===== config.mk =====
export PLATFORM = sky130hd
export DESIGN_NAME = vgrp_hazard_top
export DESIGN_NICKNAME = d
export VERILOG_FILES = /design/src/rtl/vgrp_pkg.sv /design/src/rtl/vgrp_overlap.sv /design/src/rtl/vgrp_slot.sv /design/src/rtl/vgrp_alloc.sv /design/src/rtl/vgrp_hazard_top.sv
export SDC_FILE = /design/constraint.sdc
export NUM_CORES = 1
export LEC_CHECK = 0
export BUFFER_PORTS_ARGS = -buffer_cell sky130_fd_sc_hd__buf_2
export CAP_MARGIN = 30
export CORE_MARGIN = 2
export CORE_UTILIZATION = 60
export CTS_BUF_LIST = sky130_fd_sc_hd__clkbuf_16
export DETAILED_ROUTE_END_ITERATION = 8
export PLACE_DENSITY = 0.77
export SLEW_MARGIN = 10
export SYNTH_ARGS = -nofsm -noshare
export SYNTH_HDL_FRONTEND = slang
export SYNTH_SLANG_ARGS = --single-unit

===== constraint.sdc =====
create_clock -name clk -period 12.85 [get_ports clk]
set_input_delay 1.285 -clock clk [delete_from_list [all_inputs] [get_ports clk]]
set_output_delay 1.285 -clock clk [all_outputs]
set_load 0.03 [all_outputs]

===== src/rtl/vgrp_pkg.sv =====
package vgrp_pkg;
    localparam int HEAD_W = 13;
    localparam int LEN_W  = 6;
    localparam int END_W  = HEAD_W + 1;

    typedef logic [HEAD_W-1:0] head_t;
    typedef logic [LEN_W-1:0]  len_t;

    typedef struct packed {
        head_t head;
        len_t  lenm1;
    } grp_t;

    typedef struct packed {
        grp_t dst;
        grp_t src1;
        grp_t src2;
    } instr_t;

    typedef enum logic {
        SLOT_FREE = 1'b0,
        SLOT_BUSY = 1'b1
    } slot_state_e;
endpackage


===== src/rtl/vgrp_overlap.sv =====
module vgrp_overlap
    import vgrp_pkg::*;
(
    input  grp_t a,
    input  grp_t b,
    output logic hit
);
    logic [END_W-1:0] a_lo, a_hi, b_lo, b_hi;

    always_comb begin
        a_lo = END_W'(a.head);
        b_lo = END_W'(b.head);
        a_hi = END_W'(a.head) + END_W'(a.lenm1);
        b_hi = END_W'(b.head) + END_W'(b.lenm1);
        hit  = (a_lo <= b_hi) && (b_lo <= a_hi);
    end
endmodule


===== src/rtl/vgrp_slot.sv =====
module vgrp_slot
    import vgrp_pkg::*;
(
    input  logic   clk,
    input  logic   rst_n,
    input  logic   load,
    input  logic   retire,
    input  instr_t load_instr,
    output logic   busy,
    output instr_t held
);
    slot_state_e state, state_nxt;

    always_comb begin
        state_nxt = state;
        unique case (state)
            SLOT_FREE: if (load) state_nxt = SLOT_BUSY;
            SLOT_BUSY: begin
                if (load)        state_nxt = SLOT_BUSY;
                else if (retire) state_nxt = SLOT_FREE;
            end
            default:             state_nxt = SLOT_FREE;
        endcase
    end

    always_ff @(posedge clk) begin
        if (!rst_n) state <= SLOT_FREE;
        else        state <= state_nxt;
    end

    always_ff @(posedge clk) begin
        if (!rst_n)    held <= '0;
        else if (load) held <= load_instr;
    end

    always_comb begin
        busy = (state == SLOT_BUSY);
    end
endmodule


===== src/rtl/vgrp_alloc.sv =====
module vgrp_alloc #(
    parameter int DEPTH = 4,
    parameter int TAG_W = 2
) (
    input  logic [DEPTH-1:0] free_vec,
    output logic             any_free,
    output logic [TAG_W-1:0] pick
);
    always_comb begin
        any_free = 1'b0;
        pick     = '0;
        for (int i = DEPTH - 1; i >= 0; i--) begin
            if (free_vec[i]) begin
                any_free = 1'b1;
                pick     = TAG_W'(i);
            end
        end
    end
endmodule


===== src/rtl/vgrp_hazard_top.sv =====
module vgrp_hazard_top
    import vgrp_pkg::*;
#(
    parameter int DEPTH = 4,
    localparam int TAG_W = (DEPTH > 1) ? $clog2(DEPTH) : 1
) (
    input  logic              clk,
    input  logic              rst_n,
    input  logic              in_valid,
    input  logic [HEAD_W-1:0] in_dst_head,
    input  logic [LEN_W-1:0]  in_dst_lenm1,
    input  logic [HEAD_W-1:0] in_src1_head,
    input  logic [LEN_W-1:0]  in_src1_lenm1,
    input  logic [HEAD_W-1:0] in_src2_head,
    input  logic [LEN_W-1:0]  in_src2_lenm1,
    input  logic              retire_valid,
    input  logic [TAG_W-1:0]  retire_tag,
    output logic              stall,
    output logic              issue,
    output logic [TAG_W-1:0]  issue_tag,
    output logic              sb_full,
    output logic              haz_raw,
    output logic              haz_waw,
    output logic              haz_war
);
    instr_t           cur;
    logic [DEPTH-1:0] slot_busy, retiring, live, free_vec, load;
    logic [DEPTH-1:0] raw_vec, waw_vec, war_vec;
    logic             any_free;
    logic [TAG_W-1:0] pick;

    always_comb begin
        cur.dst.head   = in_dst_head;
        cur.dst.lenm1  = in_dst_lenm1;
        cur.src1.head  = in_src1_head;
        cur.src1.lenm1 = in_src1_lenm1;
        cur.src2.head  = in_src2_head;
        cur.src2.lenm1 = in_src2_lenm1;
    end

    for (genvar g = 0; g < DEPTH; g++) begin : g_slot
        instr_t held;
        logic   h_s1d, h_s2d, h_dd, h_dd1, h_dd2;

        assign retiring[g] = retire_valid && (retire_tag == TAG_W'(g));
        assign live[g]     = slot_busy[g] && !retiring[g];
        assign free_vec[g] = !live[g];
        assign load[g]     = issue && (pick == TAG_W'(g));

        vgrp_slot u_slot (
            .clk        (clk),
            .rst_n      (rst_n),
            .load       (load[g]),
            .retire     (retiring[g]),
            .load_instr (cur),
            .busy       (slot_busy[g]),
            .held       (held)
        );

        vgrp_overlap u_s1d (.a(cur.src1), .b(held.dst),  .hit(h_s1d));
        vgrp_overlap u_s2d (.a(cur.src2), .b(held.dst),  .hit(h_s2d));
        vgrp_overlap u_dd  (.a(cur.dst),  .b(held.dst),  .hit(h_dd));
        vgrp_overlap u_dd1 (.a(cur.dst),  .b(held.src1), .hit(h_dd1));
        vgrp_overlap u_dd2 (.a(cur.dst),  .b(held.src2), .hit(h_dd2));

        assign raw_vec[g] = live[g] && (h_s1d || h_s2d);
        assign waw_vec[g] = live[g] && h_dd;
        assign war_vec[g] = live[g] && (h_dd1 || h_dd2);
    end

    vgrp_alloc #(.DEPTH(DEPTH), .TAG_W(TAG_W)) u_alloc (
        .free_vec (free_vec),
        .any_free (any_free),
        .pick     (pick)
    );

    always_comb begin
        sb_full   = !any_free;
        haz_raw   = in_valid && (|raw_vec);
        haz_waw   = in_valid && (|waw_vec);
        haz_war   = in_valid && (|war_vec);
        stall     = in_valid && (sb_full || haz_raw || haz_waw || haz_war);
        issue     = in_valid && !stall;
        issue_tag = pick;
    end
endmodule


# After elaboration in Yosys (flattened, before gate mapping)
# Index checks and enable logic that the tools add are counted.
dict set report totals {
  register_bits 232
  latchBits 0
  mem_bits_rw 0
  rom_bits 0
  in_bits 63
  out_inout_bits 8
  word_cells 188
  n_memories 0
}
dict set report classes {
  add_sub_neg 15
  multipliers 0
  n_div 0
  n_lt_le_gt_ge 40
  n_eq_ne 6
  shift 0
  n_mux 24
  n_bitwise 4
  reduce_logical 71
}
# cell n
set ops {}
lappend ops {{13-bit by 14-bit <= comparator with 1-bit output} 40}
lappend ops {{13-bit by 6-bit adder with 14-bit output} 15}
lappend ops {{1-bit logical AND} 49}
lappend ops {{1-bit 2-to-1 mux} 16}
lappend ops {{4-bit OR reduction} 3}
lappend ops {{1-bit logical OR} 11}
lappend ops {{2-bit == test (second input constant)} 4}
lappend ops {{2-bit 2-to-1 mux} 4}
lappend ops {{1-bit one-hot mux with 2 select lines} 4}
lappend ops {{1-bit logical NOT} 6}
lappend ops {{2-bit by 1-bit == test with 1-bit output (second input constant)} 2}
lappend ops {{2-bit logical NOT} 2}
lappend ops {{1-bit NOT} 4}

# Logic depth before layout (Yosys ltp)
# Gate-level depths: netlist of the first run.
dict set report logic_depth {
  depth_word 18
  depth_mapped 26
}

# Modules after synthesis
# From an unflattened synthesis of the first run, not the netlist that was laid out.
dict set report hier_totals {
  hier_cells 4462
  area_unflattened_um2 37020.5
}
# mod instances cells_each area_each_um2 seq_area_each_um2
set by_module_without_submodules {}
lappend by_module_without_submodules {{vgrp_overlap (g_slot[0].u_dd ...)} 9 187 1425.1 0.0}
lappend by_module_without_submodules {{vgrp_overlap (g_slot[1].u_dd2 ...)} 7 179 1363.8 0.0}
lappend by_module_without_submodules {vgrp_slot 4 187 2210.9 1161.1}
lappend by_module_without_submodules {{vgrp_overlap (g_slot[2].u_s1d)} 1 191 1416.4 0.0}
lappend by_module_without_submodules {{vgrp_overlap (g_slot[3].u_s2d)} 1 178 1360.1 0.0}
lappend by_module_without_submodules {{vgrp_overlap (g_slot[1].u_dd1)} 1 177 1356.3 0.0}
lappend by_module_without_submodules {{vgrp_overlap (g_slot[0].u_s1d)} 1 180 1348.8 0.0}
lappend by_module_without_submodules {vgrp_hazard_top 1 45 287.8 0.0}
lappend by_module_without_submodules {vgrp_alloc 1 7 35.0 0.0}

# Worst setup path before layout of the first run
# OpenSTA, ideal clock, no wires.
dict set report synth_path {
  path_kind {input -> output}
  from {input in_dst_head[1]}
  to {output stall}
  arrival_time_ns 5.332
  slack_ns 6.233
  cell_stages 18
  path_buffers 0
  cell_sequence {ha_1 -> a211o_1 -> a2111oi_0 -> nor2_1 -> and3_1 -> nand2_1 -> xor2_1 -> ha_1 -> a21o_1 -> a21oi_1 -> nor2b_1 -> a2111oi_0 -> o21ai_0 -> a21oi_1 -> o31ai_1 -> nand4_1 -> nor3_1 -> a21oi_1}
}
dict set report synth_via {
  elab_chain_len 9
  elab_cells_between_ends 56
  classes_between {1 x add/sub; 24 x order compare; 31 x reduce/logical}
}
# item line
set synth_rtl {}
lappend synth_rtl {{start: declaration} vgrp_hazard_top.sv:10} ;# input logic [HEAD_W-1:0] in_dst_head,
lappend synth_rtl {{13-bit by 6-bit adder with 14-bit output} vgrp_overlap.sv:13} ;# a_hi = END_W'(a.head) + END_W'(a.lenm1);
lappend synth_rtl {{13-bit by 14-bit <= comparator with 1-bit output} vgrp_overlap.sv:15} ;# hit = (a_lo <= b_hi) && (b_lo <= a_hi);
lappend synth_rtl {{1-bit logical AND} vgrp_overlap.sv:15}
lappend synth_rtl {{1-bit logical AND / 1-bit logical OR (equally long branches)} {vgrp_hazard_top.sv:67, vgrp_hazard_top.sv:68}}
lappend synth_rtl {{4-bit OR reduction / 1-bit logical AND (equally long branches)} {vgrp_hazard_top.sv:80, vgrp_hazard_top.sv:68}}
lappend synth_rtl {{1-bit logical AND / 4-bit OR reduction (equally long branches)} {vgrp_hazard_top.sv:80, vgrp_hazard_top.sv:81}}
lappend synth_rtl {{1-bit logical OR / 1-bit logical AND (equally long branches)} {vgrp_hazard_top.sv:82, vgrp_hazard_top.sv:81}}
lappend synth_rtl {{1-bit logical OR *} vgrp_hazard_top.sv:82} ;# stall = in_valid && (sb_full || haz_raw || haz_waw || haz_war);
lappend synth_rtl {{1-bit logical AND *} vgrp_hazard_top.sv:82}
lappend synth_rtl {{end: declaration} vgrp_hazard_top.sv:18} ;# output logic stall,
# Every way passes the cells marked *; elsewhere a longest branch is shown, timed or not.

# Worst setup path after layout of the first run
dict set report layout_path {
  from {input in_dst_head[1]}
  to {output issue}
}
dict set report layout_via {
  elab_chain_len 11
  elab_cells_between_ends 58
  classes_between {1 x add/sub; 24 x order compare; 33 x reduce/logical}
}
# item line
set layout_rtl {}
lappend layout_rtl {{13-bit by 6-bit adder with 14-bit output} vgrp_overlap.sv:13}
lappend layout_rtl {{13-bit by 14-bit <= comparator with 1-bit output} vgrp_overlap.sv:15}
lappend layout_rtl {{1-bit logical AND} vgrp_overlap.sv:15}
lappend layout_rtl {{1-bit logical AND / 1-bit logical OR (equally long branches)} {vgrp_hazard_top.sv:67, vgrp_hazard_top.sv:68}}
lappend layout_rtl {{4-bit OR reduction / 1-bit logical AND (equally long branches)} {vgrp_hazard_top.sv:80, vgrp_hazard_top.sv:68}}
lappend layout_rtl {{1-bit logical AND / 4-bit OR reduction (equally long branches)} {vgrp_hazard_top.sv:80, vgrp_hazard_top.sv:81}}
lappend layout_rtl {{1-bit logical OR / 1-bit logical AND (equally long branches)} {vgrp_hazard_top.sv:82, vgrp_hazard_top.sv:81}}
lappend layout_rtl {{1-bit logical OR *} vgrp_hazard_top.sv:82}
lappend layout_rtl {{1-bit logical AND *} vgrp_hazard_top.sv:82}
lappend layout_rtl {{1-bit logical NOT *} vgrp_hazard_top.sv:83} ;# issue = in_valid && !stall;
lappend layout_rtl {{1-bit logical AND *} vgrp_hazard_top.sv:83}
lappend layout_rtl {{end: declaration} vgrp_hazard_top.sv:19} ;# output logic issue,
# Marked as above.

==> flow_summary.json, run 1 <==
{
  "ff2ff_setup_slack_ns": 5.17,
  "relSlewSlack_pct": 25.2,
  "io_pins": 71,
  "ys.warnings.count": 0,
  "tightest_slew_ns": 1.09,
  "grt_start_max_net_pins": 134,
  "critPathTopFamily": "compound AO/OA/AOI/OAI gates",
  "htreeDepth": 1,
  "vias_per_cell": 6.75,
  "dieWidth_um": 213,
  "drc": 0,
  "r2r-start": "g_slot[3].u_slot.held[45]$_SDFFE_PN0P_",
  "firstDrtPassIters": 5,
  "status": "finished clean",
  "worstSetupEndpointType": "primary output",
  "timing.final.crit_share_pct": 63.6,
  "ys_top_cells_by_count": "ha_1, nand2_1, dfxtp_1, mux2i_1, a21oi_1",
  "cp-start-kind": "primary input",
  "yosysUniqueCellTypes": 86,
  "grt_pass1_vias": 24600,
  "p_leak_nw": 13.7,
  "ys_seq_area_share_pct": 17.8,
  "dpl.cell_count": 3687,
  "ys.flop_type": "dfxtp_1",
  "multi_input_area_sq_mm": 0.0206,
  "synth_top_area_share_pct": 27.3,
  "fill_cells": 3728,
  "grt_pass1_wl_mm": 146,
  "syn_avg_cell_area_sq_um": 8.47,
  "clockBufferDepth": 3,
  "gp_congestion": 1.11,
  "grt.overflow.total": 0,
  "core_sq_mm": 0.0430,
  "crit_buf_inv": 3,
  "fin_tns_setup_ns": 0,
  "cts_hold_buf": 0,
  "vias": 25300,
  "synthCells": 3081,
  "clkPwrFrac_pct": 30.1,
  "die-area_sq_mm": 0.0452,
  "cts.sinks": 232,
  "finalPower_w": 0.00253,
  "drt_iter0_markers": 2092,
  "seqPwrFrac_pct": 32.7,
  "clk_latency_ns": 0.58,
  "hold_path_class": "flip-flop to flip-flop",
  "synth_area_leaders": "ha_1, dfxtp_1, mux2i_1, nand2_1, a21oi_1",
  "synth_seq_cells": 232,
  "root_buffer": "clkbuf_16",
  "routed_wl_mm": 98.9,
  "ir_drop_uv": 91.3,
  "worstRegToRegCells": 19,
  "avgRoutedWirePerCell_um": 26.4,
  "rows": 76,
  "clkTransAtPathRegs_ns": 0.06,
  "critPathKind": "primary input to primary output",
  "post_cts_buffers": 0,
  "arrival_ns": 6.89,
  "cp.depth": 21,
  "path_max_fanout": 15,
  "antenna_left": 0,
  "final_util_pct": 65.1,
  "antenna_found_initial": 0,
  "finClkSkew_ns": 0.0367,
  "p_int_w": 0.00155,
  "combPwrFrac_pct": 37.2,
  "async_flop_share_pct": 0,
  "rsz0062_at_grt": "false",
  "cts_buffers": 28,
  "cp_slowest_cell": "a2111oi_0",
  "cp-endpoint": "issue",
  "drive_above_1_share_pct": 5.26,
  "crit_chain": "buf_2, ha_1, a211o_1, a2111oi_0, nor2_1, and3_1, nand4_1, xor2_1, buf_4, ha_1, nand4_1, nor2_1, nand3_1, o21ai_0, a311oi_1, nor3_1, a211oi_1, nand4_1, nor3_1, and3_1, buf_2",
  "start_util_pct": 60.7,
  "cap_violations": 0,
  "yosysTopAreaCell": "ha_1",
  "rr_endpoint": "g_slot[0].u_slot.held[48]$_SDFFE_PN0P_",
  "whs_path_depth": 2,
  "pwr_density_cell_mw_per_mm2": 90.4,
  "cp-startpoint": "in_dst_head[1]",
  "max_freq_mhz": 122,
  "instances_no_fill": 3742,
  "setup_viol": 0,
  "maxSlewViolCount": 0,
  "sw_frac_of_total_pct": 38.7,
  "netSwitchingPower_w": 0.000979,
  "post_cts_resized": 0,
  "crit_path_frequent_cell": "nand4_1",
  "dp_hpwl_mm": 74.7,
  "fin_nets": 3782,
  "syn_area_sq_mm": 0.0261,
  "finalHoldViolCount": 0,
  "critPathRequiredTime_ns": 11.56,
  "min_period_ns": 8.17,
  "grt_use_total_pct": 43.4,
  "critPathMaxStageDelay_ns": 0.93,
  "die_h_um": 213,
  "synth_edf_count": 0,
  "yosysMostFrequentCell": "ha_1",
  "ff_latch_area_sq_mm": 0.00464,
  "area_growth_pct": 7.31,
  "portBuffers": 70,
  "cts_tree": "done",
  "synthesis.nets": 3729
}
-- flip-flops by register name, summed over array words and instances, names as in the netlist --
signal,count
g_slot.u_slot.held,228
g_slot.u_slot.busy,4
-- final cells by class --
type	count	area share (%)
clock inverter	22	0.585
tap	585	2.61
antenna	3	0.0268
sequential	232	16.6
clock buffer	28	2.50
inverter	128	1.72
multi-input combinational	2641	73.7
timing repair buffer	103	2.30
-- placed cells by master, fill, tap and decap left out, types with 6 or more instances in the layout --
cell type | synthesis | routed
o22ai_1 | 6 | 6
nor2b_1 | 57 | 57
nor2_1 | 133 | 133
a21oi_1 | 176 | 176
o31ai_1 | 11 | 11
nand2b_1 | 34 | 34
o2111ai_1 | 9 | 9
a31oi_1 | 14 | 14
o211ai_1 | 30 | 30
mux2i_1 | 230 | 230
fa_1 | 15 | 15
maj3_1 | 11 | 11
o21a_1 | 19 | 19
and2_1 | 17 | 17
nand4_1 | 89 | 89
nor3_1 | 44 | 44
a311oi_1 | 7 | 7
buf_4 | 7 | 30
nand2_1 | 409 | 409
nand4b_1 | 6 | 6
clkinv_1 | 0 | 7
a21o_1 | 106 | 106
a2111oi_0 | 6 | 6
o221ai_1 | 10 | 10
a211o_1 | 15 | 15
ha_1 | 570 | 570
nor4_1 | 13 | 13
a221oi_1 | 9 | 9
xnor2_1 | 80 | 80
clkbuf_16 | 0 | 28
nand3_1 | 90 | 88
o21ai_0 | 109 | 109
o21bai_1 | 18 | 18
xor2_1 | 95 | 95
buf_2 | 15 | 70
inv_1 | 127 | 133
and3_1 | 42 | 42
a211oi_1 | 39 | 39
and4_1 | 20 | 20
dfxtp_1 | 232 | 232
-- worst register-to-register path, delay by kind of cell, from the launching register on --
kind                     cells  cell delay [ns]
AO/OA/AOI/OAI                7             1.91
XOR/XNOR                     1             0.64
adder cells (fa/ha/maj)      3             1.06
buffers and inverters        1             0.65
flip-flops                   1             0.72
multiplexers                 1             0.24
AND/OR/NAND/NOR              6             2.32
-- cell families after synthesis --
family	synth area share, %
simple gates	18.0
compound gates	16.9
fa+ha+maj	28.9
mux	8.91
flops	17.8
buf+inv	3.28
xor+xnor	6.22
-- through the flow --
step / setup WS, ns / cell area, sq um / hold slack [ns]
after floorplan: 6.23 / 26100 / 0.443
after global placement: 4.85 / 27100 / 0.449
after detailed placement: 4.69 / 27100 / 0.460
after CTS: 5.00 / 28000 / 0.470
after global routing: 4.61 / 28000 / 0.491
final: 4.68 / 28000 / 0.464
-- metal layers --
layer,GRT usage [%],vias to the layer above,share of wire [%]
met2,69.7,1241,44
met4,36.0,0,9.7
met5,0,-,0
li1,-,11500,-
met3,8.55,455,9.1
met1,50.0,12000,37
-- worst min-delay path by stage --
| stage | startpoint | endpoint |
|---|---|---|
| final | g_slot[3].u_slot.held[21]$_SDFFE_PN0P_ | g_slot[3].u_slot.held[21]$_SDFFE_PN0P_ |
| after global routing | g_slot[1].u_slot.held[42]$_SDFFE_PN0P_ | g_slot[1].u_slot.held[42]$_SDFFE_PN0P_ |
| after CTS | g_slot[2].u_slot.held[19]$_SDFFE_PN0P_ | g_slot[2].u_slot.held[19]$_SDFFE_PN0P_ |
| after global placement | g_slot[0].u_slot.held[19]$_SDFFE_PN0P_ | g_slot[0].u_slot.held[19]$_SDFFE_PN0P_ |
| after detailed placement | g_slot[2].u_slot.held[19]$_SDFFE_PN0P_ | g_slot[2].u_slot.held[19]$_SDFFE_PN0P_ |
| after floorplan | g_slot[0].u_slot.held[24]$_SDFFE_PN0P_ | g_slot[0].u_slot.held[24]$_SDFFE_PN0P_ |
-- power by group through the flow --
stage	sequential [W]	combinational [W]	clock [W]
2_1_floorplan	0.000805	0.000625	0
3_3_place_gp	0.000840	0.000866	0
3_5_place_dp	0.000841	0.000908	0
4_1_cts	0.000825	0.000914	0.000763
5_1_grt	0.000829	0.00102	0.000795
6_report	0.000828	0.000940	0.000762
Note: power is estimated with default switching activity, not from simulation.
==> run 2: changes to the inputs <==
--- a/config.mk
+++ b/config.mk
@@ -5,13 +5,14 @@
 export SDC_FILE = /design/constraint.sdc
 export NUM_CORES = 1
 export LEC_CHECK = 0
+export ABC_AREA = 1
 export BUFFER_PORTS_ARGS = -buffer_cell sky130_fd_sc_hd__buf_2
 export CAP_MARGIN = 30
 export CORE_MARGIN = 2
-export CORE_UTILIZATION = 60
+export CORE_UTILIZATION = 59
 export CTS_BUF_LIST = sky130_fd_sc_hd__clkbuf_16
 export DETAILED_ROUTE_END_ITERATION = 8
-export PLACE_DENSITY = 0.77
+export PLACE_DENSITY = 0.79
 export SLEW_MARGIN = 10
 export SYNTH_ARGS = -nofsm -noshare
 export SYNTH_HDL_FRONTEND = slang
==> constraint.sdc (replaced) <==
create_clock -name clk -period 6.65 [get_ports clk]
set_input_delay 0.665 -clock clk [delete_from_list [all_inputs] [get_ports clk]]
set_output_delay 0.665 -clock clk [all_outputs]
set_load 0.03 [all_outputs]
==> run 2 against run 1 <==
Combinational power rose to 2.5 times the previous value; global-route usage fell by 4.2 points; sequential power rose by 100%; critical path depth rose by 6; first-iteration DRC count rose by 28%; power rose by 120%; via count rose by 11%; register-to-register slack got worse by 4.2 ns; non-clock buffer count rose by 20; cell count rose by 34%; hold slack got worse by 0.10 ns; synthesized cell count rose by 41%.
==> flow_summary.json, run 2 <==
{
  "status": "finished clean",
  "min_period_ns": 6.32,
  "antenna_found_initial": 1,
  "syn_avg_cell_area_sq_um": 6.39,
  "synth_area_leaders": "ha_1, nand2_1, dfxtp_1, nor2_1, inv_1",
  "tightest_slew_ns": 1.01,
  "finClkSkew_ns": 0.0161,
  "antenna_left": 0,
  "async_flop_share_pct": 0,
  "core_sq_mm": 0.0465,
  "die-area_sq_mm": 0.0488,
  "cts.sinks": 232,
  "yosysMostFrequentCell": "nand2_1",
  "critPathTopFamily": "simple AND/OR/NAND/NOR gates",
  "ys_seq_area_share_pct": 16.7,
  "path_max_fanout": 3,
  "setup_viol": 0,
  "start_util_pct": 59.7,
  "largest_reg_flops": 228,
  "ys.warnings.count": 0,
  "clkTransAtPathRegs_ns": 0.06,
  "yosysTopAreaCell": "ha_1",
  "cts_hold_buf": 0,
  "critPathMaxStageDelay_ns": 0.40,
  "ir_drop_uv": 233,
  "crit_buf_inv": 3,
  "final_common_cell": "nand2_1",
  "dp_hpwl_mm": 72.3,
  "synth_seq_cells": 232,
  "rr_endpoint": "g_slot[1].u_slot.held[5]$_SDFFE_PN0P_",
  "rsz0062_at_grt": "false",
  "hold_path_class": "primary input to flip-flop",
  "cp-start-kind": "flip-flop",
  "avgRoutedWirePerCell_um": 19.4,
  "portBuffers": 70,
  "relSlewSlack_pct": 32.6,
  "crit_path_frequent_cell": "nand2_1",
  "regMostFlops": "g_slot.u_slot.held",
  "cap_violations": 0,
  "cp.depth": 27,
  "ys.flop_type": "dfxtp_1",
  "p_leak_nw": 16.6,
  "ff2ff_setup_slack_ns": 0.95,
  "rows": 79,
  "post_cts_resized": 0,
  "arrival_ns": 5.65,
  "syn_area_sq_mm": 0.0277,
  "gp_congestion": 1.03,
  "yosysUniqueCellTypes": 55,
  "drt_iter0_markers": 2688,
  "grt_pass1_wl_mm": 148,
  "cts_buffers": 29,
  "routed_wl_mm": 97.4,
  "maxSlewViolCount": 0,
  "synth_top_area_share_pct": 25.7,
  "timing.final.crit_share_pct": 95.0,
  "worstRegToRegCells": 24,
  "cp-endpoint": "issue",
  "vias": 28100,
  "worstSetupEndpointType": "primary output",
  "synth_edf_count": 0,
  "grt.overflow.total": 0,
  "ys_top_cells_by_count": "nand2_1, nor2_1, ha_1, inv_1, nand3_1",
  "finalHoldViolCount": 0,
  "firstDrtPassIters": 6,
  "vias_per_cell": 5.59,
  "cts_tree": "done",
  "io_pins": 71,
  "die_h_um": 221,
  "cp-startpoint": "g_slot[1].u_slot.held[6]$_SDFFE_PN0P_",
  "area_growth_pct": 6.97,
  "grt_pass1_vias": 25800,
  "synthCells": 4340,
  "pwr_density_cell_mw_per_mm2": 188,
  "htreeDepth": 1,
  "fin_nets": 5051,
  "drive_above_1_share_pct": 4.88,
  "root_buffer": "clkbuf_16",
  "synthesis.nets": 4988,
  "critPathKind": "flip-flop to primary output",
  "r2r-start": "g_slot[3].u_slot.held[45]$_SDFFE_PN0P_",
  "max_freq_mhz": 158,
  "fin_tns_setup_ns": 0,
  "clk_latency_ns": 0.61,
  "cp_slowest_cell": "fa_1",
  "mostFrequentLayoutCells": "nand2_1, nor2_1, ha_1",
  "critPathRequiredTime_ns": 5.98,
  "post_cts_buffers": 0,
  "dieWidth_um": 221,
  "drc": 0,
  "grt_use_total_pct": 39.2,
  "grt_start_max_net_pins": 135,
  "whs_ns": 0.364,
  "clockBufferDepth": 3
}
[run 2: cell count changes after synthesis, moves of 50 or more]
cell,delta
nand2_1,+862
nor2_1,+518
inv_1,+430
mux2i_1,-230
nand3_1,+181
a21o_1,-98
nor2b_1,-57
xnor2_1,-53
nand4_1,-50
[run 2: final cells by class]
type | instances | area [sq um]
Antenna cell | 2 | 5.00
Clock buffer | 29 | 726
Multi-Input combinational cell | 3443 | 20400
Sequential cell | 232 | 4640
Tap cell | 607 | 759
Timing Repair Buffer | 123 | 822
Fill cell | 4404 | 16800
Clock inverter | 22 | 156
Inverter | 574 | 2150
[run 2: worst min path at each step]
stage,slack (ns),startpoint,to,cells after the start
floorplan,0.49,g_slot[0].u_slot.held[0]$_SDFFE_PN0P_,g_slot[0].u_slot.held[0]$_SDFFE_PN0P_,4
global placement,0.51,g_slot[1].u_slot.held[0]$_SDFFE_PN0P_,g_slot[1].u_slot.held[0]$_SDFFE_PN0P_,4
detailed placement,0.50,g_slot[1].u_slot.held[0]$_SDFFE_PN0P_,g_slot[1].u_slot.held[0]$_SDFFE_PN0P_,4
CTS,0.36,in_dst_lenm1[0],g_slot[1].u_slot.held[38]$_SDFFE_PN0P_,3
global route,0.39,in_dst_head[0],g_slot[2].u_slot.held[44]$_SDFFE_PN0P_,3
finish,0.36,in_dst_lenm1[0],g_slot[1].u_slot.held[38]$_SDFFE_PN0P_,3
[run 2: cells by family (layout without fill, tap and decap cells)]
family                     after synthesis  in the layout  share of synthesized area, %
adders and majority gates              585            585                          26.8
and+or+nand+nor                       2333           2333                          34.3
AOI/OAI and AO/OA                      385            385                          7.92
DFF                                    232            232                          16.7
buffers and inverters                  665            748                          9.81
xor gates and xnor gates               140            140                          4.42
other                                    0              2                             0
[run 2: worst min-delay path, cell delays in order]
cell    delay, ns
buf_2        0.13
nor2_1       0.06
nor2_1       0.08
[run 2: power breakdown]
| group | switching, W | internal, W |
|---|---|---|
| Combinational | 0.00154 | 0.000834 |
| Clock | 0.000713 | 0.000834 |
| Sequential | 0.000164 | 0.00150 |
| Total | 0.00242 | 0.00317 |
[run 2: metal layers]
layer | GRT usage (%) | vias up | wire, um
met5 | 0 | - | 0
met4 | 28.9 | 0 | 8750
met3 | 8.15 | 435 | 10300
met2 | 60.6 | 1289 | 40600
met1 | 48.1 | 12300 | 37800
li1 | - | 14100 | -
[run 2: metrics by stage]
stage	total power (W)	setup slack [ns]	utilization [%]	instance area, sq um	std cells
6_report	0.00559	0.332	63.9	29700	5032
5_1_grt	0.00596	0.0691	63.9	29700	5030
4_1_cts	0.00554	0.338	63.8	29600	5029
3_5_place_dp	0.00399	0.889	61.9	28800	4978
3_3_place_gp	0.00393	0.903	61.9	28700	4977
2_1_floorplan	0.00327	1.48	-	27700	4340
